`config.mk`:
```
export PLATFORM = sky130hd
export DESIGN_NAME = pix_unpack
export DESIGN_NICKNAME = d
export VERILOG_FILES = /design/src/rtl/pixUnpackPkg.sv /design/src/rtl/pixUnpackCtrl.sv /design/src/rtl/pixUnpackData.sv /design/src/rtl/pix_unpack.sv
export SDC_FILE = /design/constraint.sdc
export NUM_CORES = 1
export LEC_CHECK = 0
export ABC_AREA = 1
export BUFFER_PORTS_ARGS = -buffer_cell sky130_fd_sc_hd__buf_2
export CAP_MARGIN = 30
export CORE_ASPECT_RATIO = 1.2
export CORE_MARGIN = 4
export CORE_UTILIZATION = 45
export DETAILED_ROUTE_END_ITERATION = 12
export GPL_TIMING_DRIVEN = 0
export MAX_ROUTING_LAYER = met4
export PLACE_DENSITY = 0.72
export REMOVE_ABC_BUFFERS = 1
export SYNTH_ARGS = -nofsm -noshare
export SYNTH_HDL_FRONTEND = slang
export SYNTH_SLANG_ARGS = --single-unit
```
`constraint.sdc`:
```
create_clock -name clk -period 2.6 [get_ports clk]
set_input_delay 0.26 -clock clk [delete_from_list [all_inputs] [get_ports clk]]
set_output_delay 0.26 -clock clk [all_outputs]
set_load 0.02 [all_outputs]
```
`src/rtl/pixUnpackPkg.sv`:
```
package pixUnpackPkg;
  localparam int WORD_W = 16;
  localparam int CH_W   = 8;
  localparam int PIX_W  = 3 * CH_W;
  localparam int FMT_W  = 4;
  localparam int PH_W   = 2;

  typedef enum logic [1:0] {K_NONE, K_565, K_PACK, K_PAD} kind_t;

  // Strobes from sequencing control to the datapath
  typedef struct packed {
    logic keepA;    // store word in slot A
    logic keepB;    // store word in slot B
    logic emit565;
    logic emitP0;   // dense layout, first pixel
    logic emitP1;   // dense layout, second pixel
    logic emitPad;
  } strobe_t;

  function automatic kind_t decodeFmt(logic [FMT_W-1:0] code);
    case (code)
      4'd1:       return K_565;
      4'd2, 4'd3: return K_PACK;
      4'd6, 4'd7: return K_PAD;
      default:    return K_NONE;
    endcase
  endfunction
endpackage

```
`src/rtl/pixUnpackCtrl.sv`:
```
module pixUnpackCtrl
  import pixUnpackPkg::*;
(
  input  logic             clk,
  input  logic             rstN,
  input  logic [FMT_W-1:0] fmtCode,
  input  logic             winStart,
  input  logic             wordTake,
  output strobe_t          strb
);
  logic [PH_W-1:0] phase, effPhase, nextPhase;
  kind_t kind;

  always_comb begin
    kind      = decodeFmt(fmtCode);
    effPhase  = winStart ? '0 : phase;
    nextPhase = effPhase;
    strb      = '0;
    if (wordTake) begin
      case (kind)
        K_565: begin
          strb.emit565 = 1'b1;
          nextPhase    = '0;
        end
        K_PACK: begin
          if (effPhase == 2'd0) begin
            strb.keepA = 1'b1;
            nextPhase  = 2'd1;
          end else if (effPhase == 2'd1) begin
            strb.emitP0 = 1'b1;
            strb.keepB  = 1'b1;
            nextPhase   = 2'd2;
          end else begin
            strb.emitP1 = 1'b1;
            nextPhase   = '0;
          end
        end
        K_PAD: begin
          if (effPhase == 2'd0) begin
            strb.keepA = 1'b1;
            nextPhase  = 2'd1;
          end else begin
            strb.emitPad = 1'b1;
            nextPhase    = '0;
          end
        end
        default: nextPhase = '0;
      endcase
    end
  end

  always_ff @(posedge clk) begin
    if (!rstN) phase <= '0;
    else       phase <= nextPhase;
  end

  // at most one pixel source per accepted word
  emit_onehot_chk: assert property (@(posedge clk) disable iff (!rstN)
    $onehot0({strb.emit565, strb.emitP0, strb.emitP1, strb.emitPad}));


  win_restart_chk: assert property (@(posedge clk) disable iff (!rstN)
    (winStart && !wordTake) |=> (phase == '0));
endmodule

```
`src/rtl/pixUnpackData.sv`:
```
module pixUnpackData
  import pixUnpackPkg::*;
(
  input  logic              clk,
  input  logic              rstN,
  input  strobe_t           strb,
  input  logic [WORD_W-1:0] inWord,
  input  logic              outReady,
  output logic              outValid,
  output logic [PIX_W-1:0]  outPixel
);
  logic [WORD_W-1:0] slotA, slotB;
  logic [CH_W-1:0]   redN, grnN, bluN;
  logic              emitAny;

  always_comb begin
    emitAny = strb.emit565 | strb.emitP0 | strb.emitP1 | strb.emitPad;
    redN = '0; grnN = '0; bluN = '0;
    if (strb.emit565) begin
      redN = {inWord[15:11], 3'b000};
      grnN = {inWord[10:5],  2'b00};
      bluN = {inWord[4:0],   3'b000};
    end else if (strb.emitP0) begin
      redN = slotA[2*CH_W-1:CH_W];
      grnN = slotA[CH_W-1:0];
      bluN = inWord[2*CH_W-1:CH_W];
    end else if (strb.emitP1) begin
      redN = slotB[CH_W-1:0];
      grnN = inWord[2*CH_W-1:CH_W];
      bluN = inWord[CH_W-1:0];
    end else if (strb.emitPad) begin
      redN = slotA[CH_W-1:0];
      grnN = inWord[2*CH_W-1:CH_W];
      bluN = inWord[CH_W-1:0];
    end
  end

  always_ff @(posedge clk) begin
    if (!rstN) begin
      slotA    <= '0;
      slotB    <= '0;
      outValid <= 1'b0;
      outPixel <= '0;
    end else begin
      if (strb.keepA) slotA <= inWord;
      if (strb.keepB) slotB <= inWord;
      if (emitAny) begin
        outValid <= 1'b1;
        outPixel <= {redN, grnN, bluN};
      end else if (outReady) begin
        outValid <= 1'b0;
      end
    end
  end


  stall_hold_chk: assert property (@(posedge clk) disable iff (!rstN)
    (outValid && !outReady) |=> (outValid && $stable(outPixel)));
endmodule

```
`src/rtl/pix_unpack.sv`:
```
module pix_unpack
  import pixUnpackPkg::*;
(
  input  logic              clk,
  input  logic              rstN,
  input  logic [FMT_W-1:0]  fmtCode,
  input  logic              winStart,
  input  logic              inValid,
  input  logic [WORD_W-1:0] inWord,
  output logic              inReady,
  output logic              outValid,
  input  logic              outReady,
  output logic [PIX_W-1:0]  outPixel
);
  strobe_t strb;
  logic    wordTake;

  assign inReady  = !outValid || outReady;
  assign wordTake = inValid && inReady;

  pixUnpackCtrl i_ctrl (
    .clk(clk), .rstN(rstN), .fmtCode(fmtCode), .winStart(winStart),
    .wordTake(wordTake), .strb(strb)
  );

  pixUnpackData i_data (
    .clk(clk), .rstN(rstN), .strb(strb), .inWord(inWord),
    .outReady(outReady), .outValid(outValid), .outPixel(outPixel)
  );


  word565_emit_chk: assert property (@(posedge clk) disable iff (!rstN)
    (wordTake && fmtCode == 4'd1) |=> outValid);


  unsupported_silent_chk: assert property (@(posedge clk) disable iff (!rstN)
    (wordTake && decodeFmt(fmtCode) == K_NONE) |=> !outValid);
endmodule

```
==> flow_summary.json, run 1 <==
{
  "postCtsSetupBuffers": 0,
  "drc_errors": 0,
  "worstReg2RegStart": "i_data.outValid$_SDFFE_PN0P_",
  "drtPass1Iterations": 4,
  "ctsHoldBuffers": 0,
  "yosys_warnings": 0,
  "wl_per_cell_um": 12.4,
  "crit_required_ns": 2.84,
  "drive_gt1_share_pct": 17.6,
  "routed_via_density": 5.07,
  "synthCells": 399,
  "die_h_um": 91.2,
  "cts_resized": 0,
  "core_area_sq_um": 5630,
  "dr.first_iter.drc_count": 180,
  "grt_pass1_vias": 2409,
  "maxCapViolations": 0,
  "critPathArrivalTime_ns": 2.39,
  "clock-skew-final_ns": 0.00437,
  "fin_crit_sh_pct": 82.7,
  "cts_tree": "yes",
  "period_minus_slack_ns": 2.15,
  "status": "finished, final reports clean",
  "ys_ff_latch": 51,
  "clk_pin_slew_ns": 0.09,
  "worst_r2r_path_depth": 7,
  "grt_max_degree": 42,
  "clock_latency_ns": 0.30,
  "end_kind": "flip-flop",
  "synth-seq-area-share_pct": 39.3,
  "routed_wirelength_um": 6230,
  "dp_hpwl_um": 4150,
  "fp.dieW_um": 77.4,
  "cts_sinks": 51,
  "boundaryPins": 51,
  "gp_congestion": 0.812,
  "critPathKind": "reg -> reg",
  "worstMarginPinSlew_ns": 0.712,
  "cp_max_fo": 26,
  "hold_violations": 0,
  "final_area_sq_um": 2930,
  "ir_drop_mv": 0.284,
  "clock-root-buffer": "clkbuf_8",
  "synth_cell_types": 20,
  "drtAntennaViolNets": 0,
  "cts-buffers-inserted": 5,
  "r2r_slack_ns": 0.45,
  "grt_pass1_wl_um": 10800,
  "total_power_w": 0.00145,
  "setup_tns_ns": 0,
  "avgSynthCellArea_sq_um": 6.51,
  "synth_area_sq_um": 2600,
  "setup_violations": 0,
  "nNetsFinal": 461,
  "slew_viol_final": 0,
  "antennaDiodeCount": 0,
  "dieArea_sq_um": 7060,
  "grt_usage_pct": 19.1,
  "hold_end": "i_data.outValid$_SDFFE_PN0P_",
  "antenna_found_initial": 0,
  "htree_levels": 2,
  "placed_cell_area_sq_um": 2830,
  "cp-start-kind": "flip-flop",
  "num_vias": 2538,
  "rows": 30,
  "start_util_pct": 46.2,
  "rr_endpoint": "i_data.slotA[13]$_SDFFE_PN0P_",
  "min-delay-start": "outReady",
  "holdPathStages": 4,
  "rsz0062_at_grt": "false",
  "overflow": 0,
  "max_freq_mhz": 465,
  "io_buffers": 50,
  "area_delta_synth_final_pct": 12.9,
  "leakage_nw": 1.37,
  "clockBufferDepth": 2,
  "relSlewSlack_pct": 52.4,
  "p_per_area_nw_per_um2": 495,
  "hold_class": "in -> reg"
}
[layer usage]
metal / vias to the layer above / global-route usage, % / part of all wire, %
met5: - / - / 0
met4: 0 / 4.60 / 0.92
met3: 8 / 3.17 / 5.4
met2: 62 / 34.1 / 50
met1: 1136 / 22.1 / 44
li1: 1332 / - / -
[worst max path at each step]
stage | end | from | slack [ns] | cells past startpoint
after floorplan | i_data.outPixel[19]$_SDFFE_PN0P_ | fmtCode[2] | 0.74 | 8
after global routing | i_data.slotA[13]$_SDFFE_PN0P_ | i_data.outValid$_SDFFE_PN0P_ | 0.27 | 7
after global placement | i_data.outPixel[19]$_SDFFE_PN0P_ | fmtCode[2] | -0.16 | 9
after detailed placement | i_data.outPixel[19]$_SDFFE_PN0P_ | fmtCode[2] | 0.23 | 10
final | i_data.slotA[13]$_SDFFE_PN0P_ | i_data.outValid$_SDFFE_PN0P_ | 0.45 | 7
after CTS | i_data.slotA[3]$_SDFFE_PN0P_ | i_data.outValid$_SDFFE_PN0P_ | 0.50 | 7
[layout make-up]
cell class | count | area [sq um]
fillers | 581 | 2700
multi-input cells | 290 | 1330
flip-flops and latches | 51 | 1020
repair buffers | 51 | 262
inverters | 37 | 139
clock buffers | 8 | 100
well taps | 64 | 80.1
[power breakdown]
part	total (W)	switching (W)	internal [W]
clock	0.000499	0.000255	0.000243
combinational	0.000141	0.0000968	0.0000444
sequential	0.000811	0.0000101	0.000801
[sequential cells by signal, summed over array words and instances, names as in the netlist]
name / flops
i_ctrl.phase: 2
i_data.outPixel: 24
i_data.outValid: 1
i_data.slotA: 16
i_data.slotB: 8
[layout by cell type (no fill, tap or decap), drive strengths merged]
cell type,n
nand2,110
nor2,91
dfxtp,51
buf,51
inv,37
o21ai,25
nand4,23
a21oi,21
nand3,20
clkbuf,8
[metrics by stage]
stage / worst slack (ns) / hold WS (ns) / util, % / instances
global route: 0.268 / 0.266 / 52.1 / 501
CTS: 0.496 / 0.248 / 52.1 / 501
floorplan: 0.740 / 0.386 / - / 378
finish: 0.451 / 0.245 / 52.1 / 501
detailed placement: 0.225 / 0.447 / 50.3 / 493
global placement: -0.164 / 0.439 / 50.1 / 492
[critical path, stage by stage, from the launching register on]
cell and delay [ns]:
dfxtp_1 0.34, nand2_4 0.09, nand2_4 0.09, nor2_8 0.32, nand2_1 0.52, inv_1 0.52
nor2_1 0.08, nor2_1 0.11
[cells in the mapped netlist]
library cell / n / area share [%]
buf_6: 2 / 0.87
inv_2: 4 / 0.58
nand3_4: 1 / 0.67
nand3_1: 18 / 3.5
buf_4: 2 / 0.58
clkbuf_1: 12 / 1.7
buf_2: 5 / 0.96
nor2_1: 85 / 12
nand2_4: 4 / 1.7
o21ai_0: 25 / 4.8
nand2_1: 103 / 15
a21oi_1: 21 / 4.0
nor2_2: 3 / 0.72
inv_1: 33 / 4.8
nand2_2: 3 / 0.72
nand4_1: 23 / 5.5
nor2_8: 2 / 1.5
dfxtp_1: 51 / 39
nand3_2: 1 / 0.39
nor2_4: 1 / 0.43
[logic make-up after synthesis]
logic type,share of synthesized area (%)
flip-flops,39.3
AND/OR/NAND/NOR,42.4
AO/OA/AOI/OAI,8.86
buffers and inverters,9.48
Note: power is estimated with default switching activity, not from simulation.
==> run 2: changes to the inputs <==
--- a/config.mk
+++ b/config.mk
@@ -14,7 +14,7 @@
 export DETAILED_ROUTE_END_ITERATION = 12
 export GPL_TIMING_DRIVEN = 0
 export MAX_ROUTING_LAYER = met4
-export PLACE_DENSITY = 0.72
+export PLACE_DENSITY = 0.75
 export REMOVE_ABC_BUFFERS = 1
 export SYNTH_ARGS = -nofsm -noshare
 export SYNTH_HDL_FRONTEND = slang
==> constraint.sdc (replaced) <==
create_clock -name clk -period 1.9 [get_ports clk]
set_input_delay 0.19 -clock clk [delete_from_list [all_inputs] [get_ports clk]]
set_output_delay 0.19 -clock clk [all_outputs]
set_load 0.02 [all_outputs]
==> run 2 against run 1 <==
Net effect:
- critical path depth grew 2
- register-to-register slack lost 0.34 ns
- largest cell class unchanged
- largest power group unchanged
- cell area grew 0.64%
- critical path type unchanged
- sequential share of layout area shrank 0.22 points
==> flow_summary.json, run 2 (synthesized netlist as in run 1, its figures left out) <==
{
  "worstMarginPinSlew_ns": 0.663,
  "grt_max_degree": 42,
  "dieArea_sq_um": 7060,
  "critPathMaxStageDelay_ns": 0.34,
  "worstReg2RegStart": "i_data.outValid$_SDFFE_PN0P_",
  "critPathBufInv": 1,
  "critPathKind": "reg -> reg",
  "die_h_um": 91.2,
  "fin_crit_sh_pct": 94.4,
  "ctsHoldBuffers": 0,
  "preCtsSetupSlack_ns": -0.342,
  "rows": 30,
  "path_common_cell": "nor2_1",
  "met3_usage_pct": 1.88,
  "maxCapViolations": 0,
  "hold_class": "in -> reg",
  "fin_util_pct": 52.4,
  "routed_wirelength_um": 6340,
  "clk_pin_slew_ns": 0.09,
  "path_cells": "nand2_4 -> nand4_1 -> nor2_2 -> buf_4 -> nor2_1 -> nand2_2 -> nand2_1 -> nor2_1 -> nor2_1",
  "dp_hpwl_um": 4110,
  "clock-root-buffer": "clkbuf_8",
  "antenna_found_initial": 0,
  "clock_latency_ns": 0.31,
  "leakage_nw": 1.35,
  "io_buffers": 50,
  "mostFrequentLayoutCell": "nand2_1",
  "status": "finished, final reports clean",
  "hold_end": "i_data.outValid$_SDFFE_PN0P_",
  "p_per_area_nw_per_um2": 648,
  "holdPathStages": 4,
  "grt_pass1_vias": 2309,
  "area_delta_synth_final_pct": 13.6,
  "overflow": 0,
  "drive_gt1_share_pct": 18.5,
  "grt_pass1_wl_um": 10600,
  "drtAntennaViolNets": 0,
  "crit_required_ns": 2.11,
  "dr.first_iter.drc_count": 284,
  "cpMaxStageDelayCell": "dfxtp_1",
  "start_util_pct": 46.2,
  "min-delay-start": "outReady",
  "cp-start-kind": "flip-flop",
  "critPathArrivalTime_ns": 2.00,
  "relSlewSlack_pct": 55.8,
  "htree_levels": 2,
  "gp_congestion": 0.862,
  "cts-buffers-inserted": 5,
  "clock-skew-final_ns": 0.00793,
  "routed_via_density": 5.08,
  "max_freq_mhz": 558,
  "largest_reg_flops": 24,
  "postCtsSetupBuffers": 0,
  "clockBufferDepth": 2,
  "drtPass1Iterations": 5,
  "antennaDiodeCount": 0,
  "worst_r2r_path_depth": 9,
  "grt_use_met2_pct": 32.6,
  "r2r_slack_ns": 0.11,
  "rsz0062_at_grt": "true",
  "cts_tree": "yes",
  "end_kind": "flip-flop",
  "slew_viol_final": 0,
  "cts_sinks": 51,
  "nFillCells": 588,
  "largest-register": "i_data.outPixel",
  "crit_family": "simple AND/OR/NAND/NOR gates",
  "setup_tns_ns": 0,
  "period_minus_slack_ns": 1.79,
  "grt_use_met1_pct": 22.2,
  "ir_drop_mv": 0.442,
  "final_cell_mix": "102 x nand2_1, 84 x nor2_1, 51 x dfxtp_1",
  "num_vias": 2550,
  "rr_endpoint": "i_data.outPixel[19]$_SDFFE_PN0P_",
  "grt_usage_pct": 18.7,
  "cp_max_fo": 14,
  "core_area_sq_um": 5630,
  "grt-busiest-layer": "met2",
  "boundaryPins": 51,
  "drc_errors": 0,
  "setup_violations": 0,
  "wl_per_cell_um": 12.6,
  "setup_ws_ns": 0.107,
  "hold_violations": 0,
  "largestRegisters": "i_data.outPixel (24), i_data.slotA (16), i_data.slotB (8)",
  "fp.dieW_um": 77.4,
  "nNetsFinal": 462
}
## run 2: stage by stage
step / area [sq um] / cells / total power, W / hold slack [ns]
after floorplan: 2490 / 378 / 0.00124 / 0.316
after global placement: 2820 / 492 / 0.00132 / 0.440
after detailed placement: 2830 / 493 / 0.00133 / 0.449
after CTS: 2920 / 501 / 0.00192 / 0.180
after global routing: 2950 / 502 / 0.00200 / 0.198
final: 2950 / 502 / 0.00191 / 0.182
## run 2: worst max path at each step
| stage | startpoint | end | cells past startpoint |
|---|---|---|---|
| global placement | fmtCode[2] | i_data.outPixel[19]$_SDFFE_PN0P_ | 9 |
| detailed placement | fmtCode[2] | i_data.outPixel[19]$_SDFFE_PN0P_ | 10 |
| floorplan | i_data.outValid$_SDFFE_PN0P_ | i_data.outPixel[19]$_SDFFE_PN0P_ | 8 |
| CTS | i_data.outValid$_SDFFE_PN0P_ | i_data.outPixel[19]$_SDFFE_PN0P_ | 10 |
| finish | i_data.outValid$_SDFFE_PN0P_ | i_data.outPixel[19]$_SDFFE_PN0P_ | 9 |
| global route | i_data.outValid$_SDFFE_PN0P_ | i_data.outPixel[21]$_SDFFE_PN0P_ | 9 |
## run 2: cell type report
class	instances	area, sq um	area share (%)
timing repair buffer	51	258	8.73
tap	64	80.1	2.71
multi-input combinational	291	1360	46.2
clock buffer	7	76.3	2.59
sequential	51	1020	34.6
clock inverter	1	5.00	0.170
inverter	37	149	5.04
## run 2: where the power goes
group	leakage, nW	internal (W)	switching, W
clock	0.0422	0.000259	0.000343
sequential	0.414	0.00110	0.0000142
combinational	0.890	0.0000623	0.000139
total	1.35	0.00142	0.000496
## run 2: routing by layer
| layer | share of wire (%) | vias to the layer above |
|---|---|---|
| li1 | - | 1334 |
| met1 | 42 | 1110 |
| met2 | 50 | 94 |
| met3 | 6.0 | 12 |
| met4 | 1.9 | 0 |
| met5 | 0 | - |
## run 2: worst reg2reg max path, cell delays in order (launching register included)
cell	delay, ns
dfxtp_1	0.34
nand2_4	0.10
nand4_1	0.20
nor2_2	0.31
buf_4	0.27
nor2_1	0.07
nand2_2	0.16
nand2_1	0.08
nor2_1	0.13
nor2_1	0.05
## run 2: repair_timing
item / CTS / global route
pin swaps: 0 / 1
resized for setup: 4 / 4
gates cloned: 0 / 1
setup endpoints to repair: 19 / 19
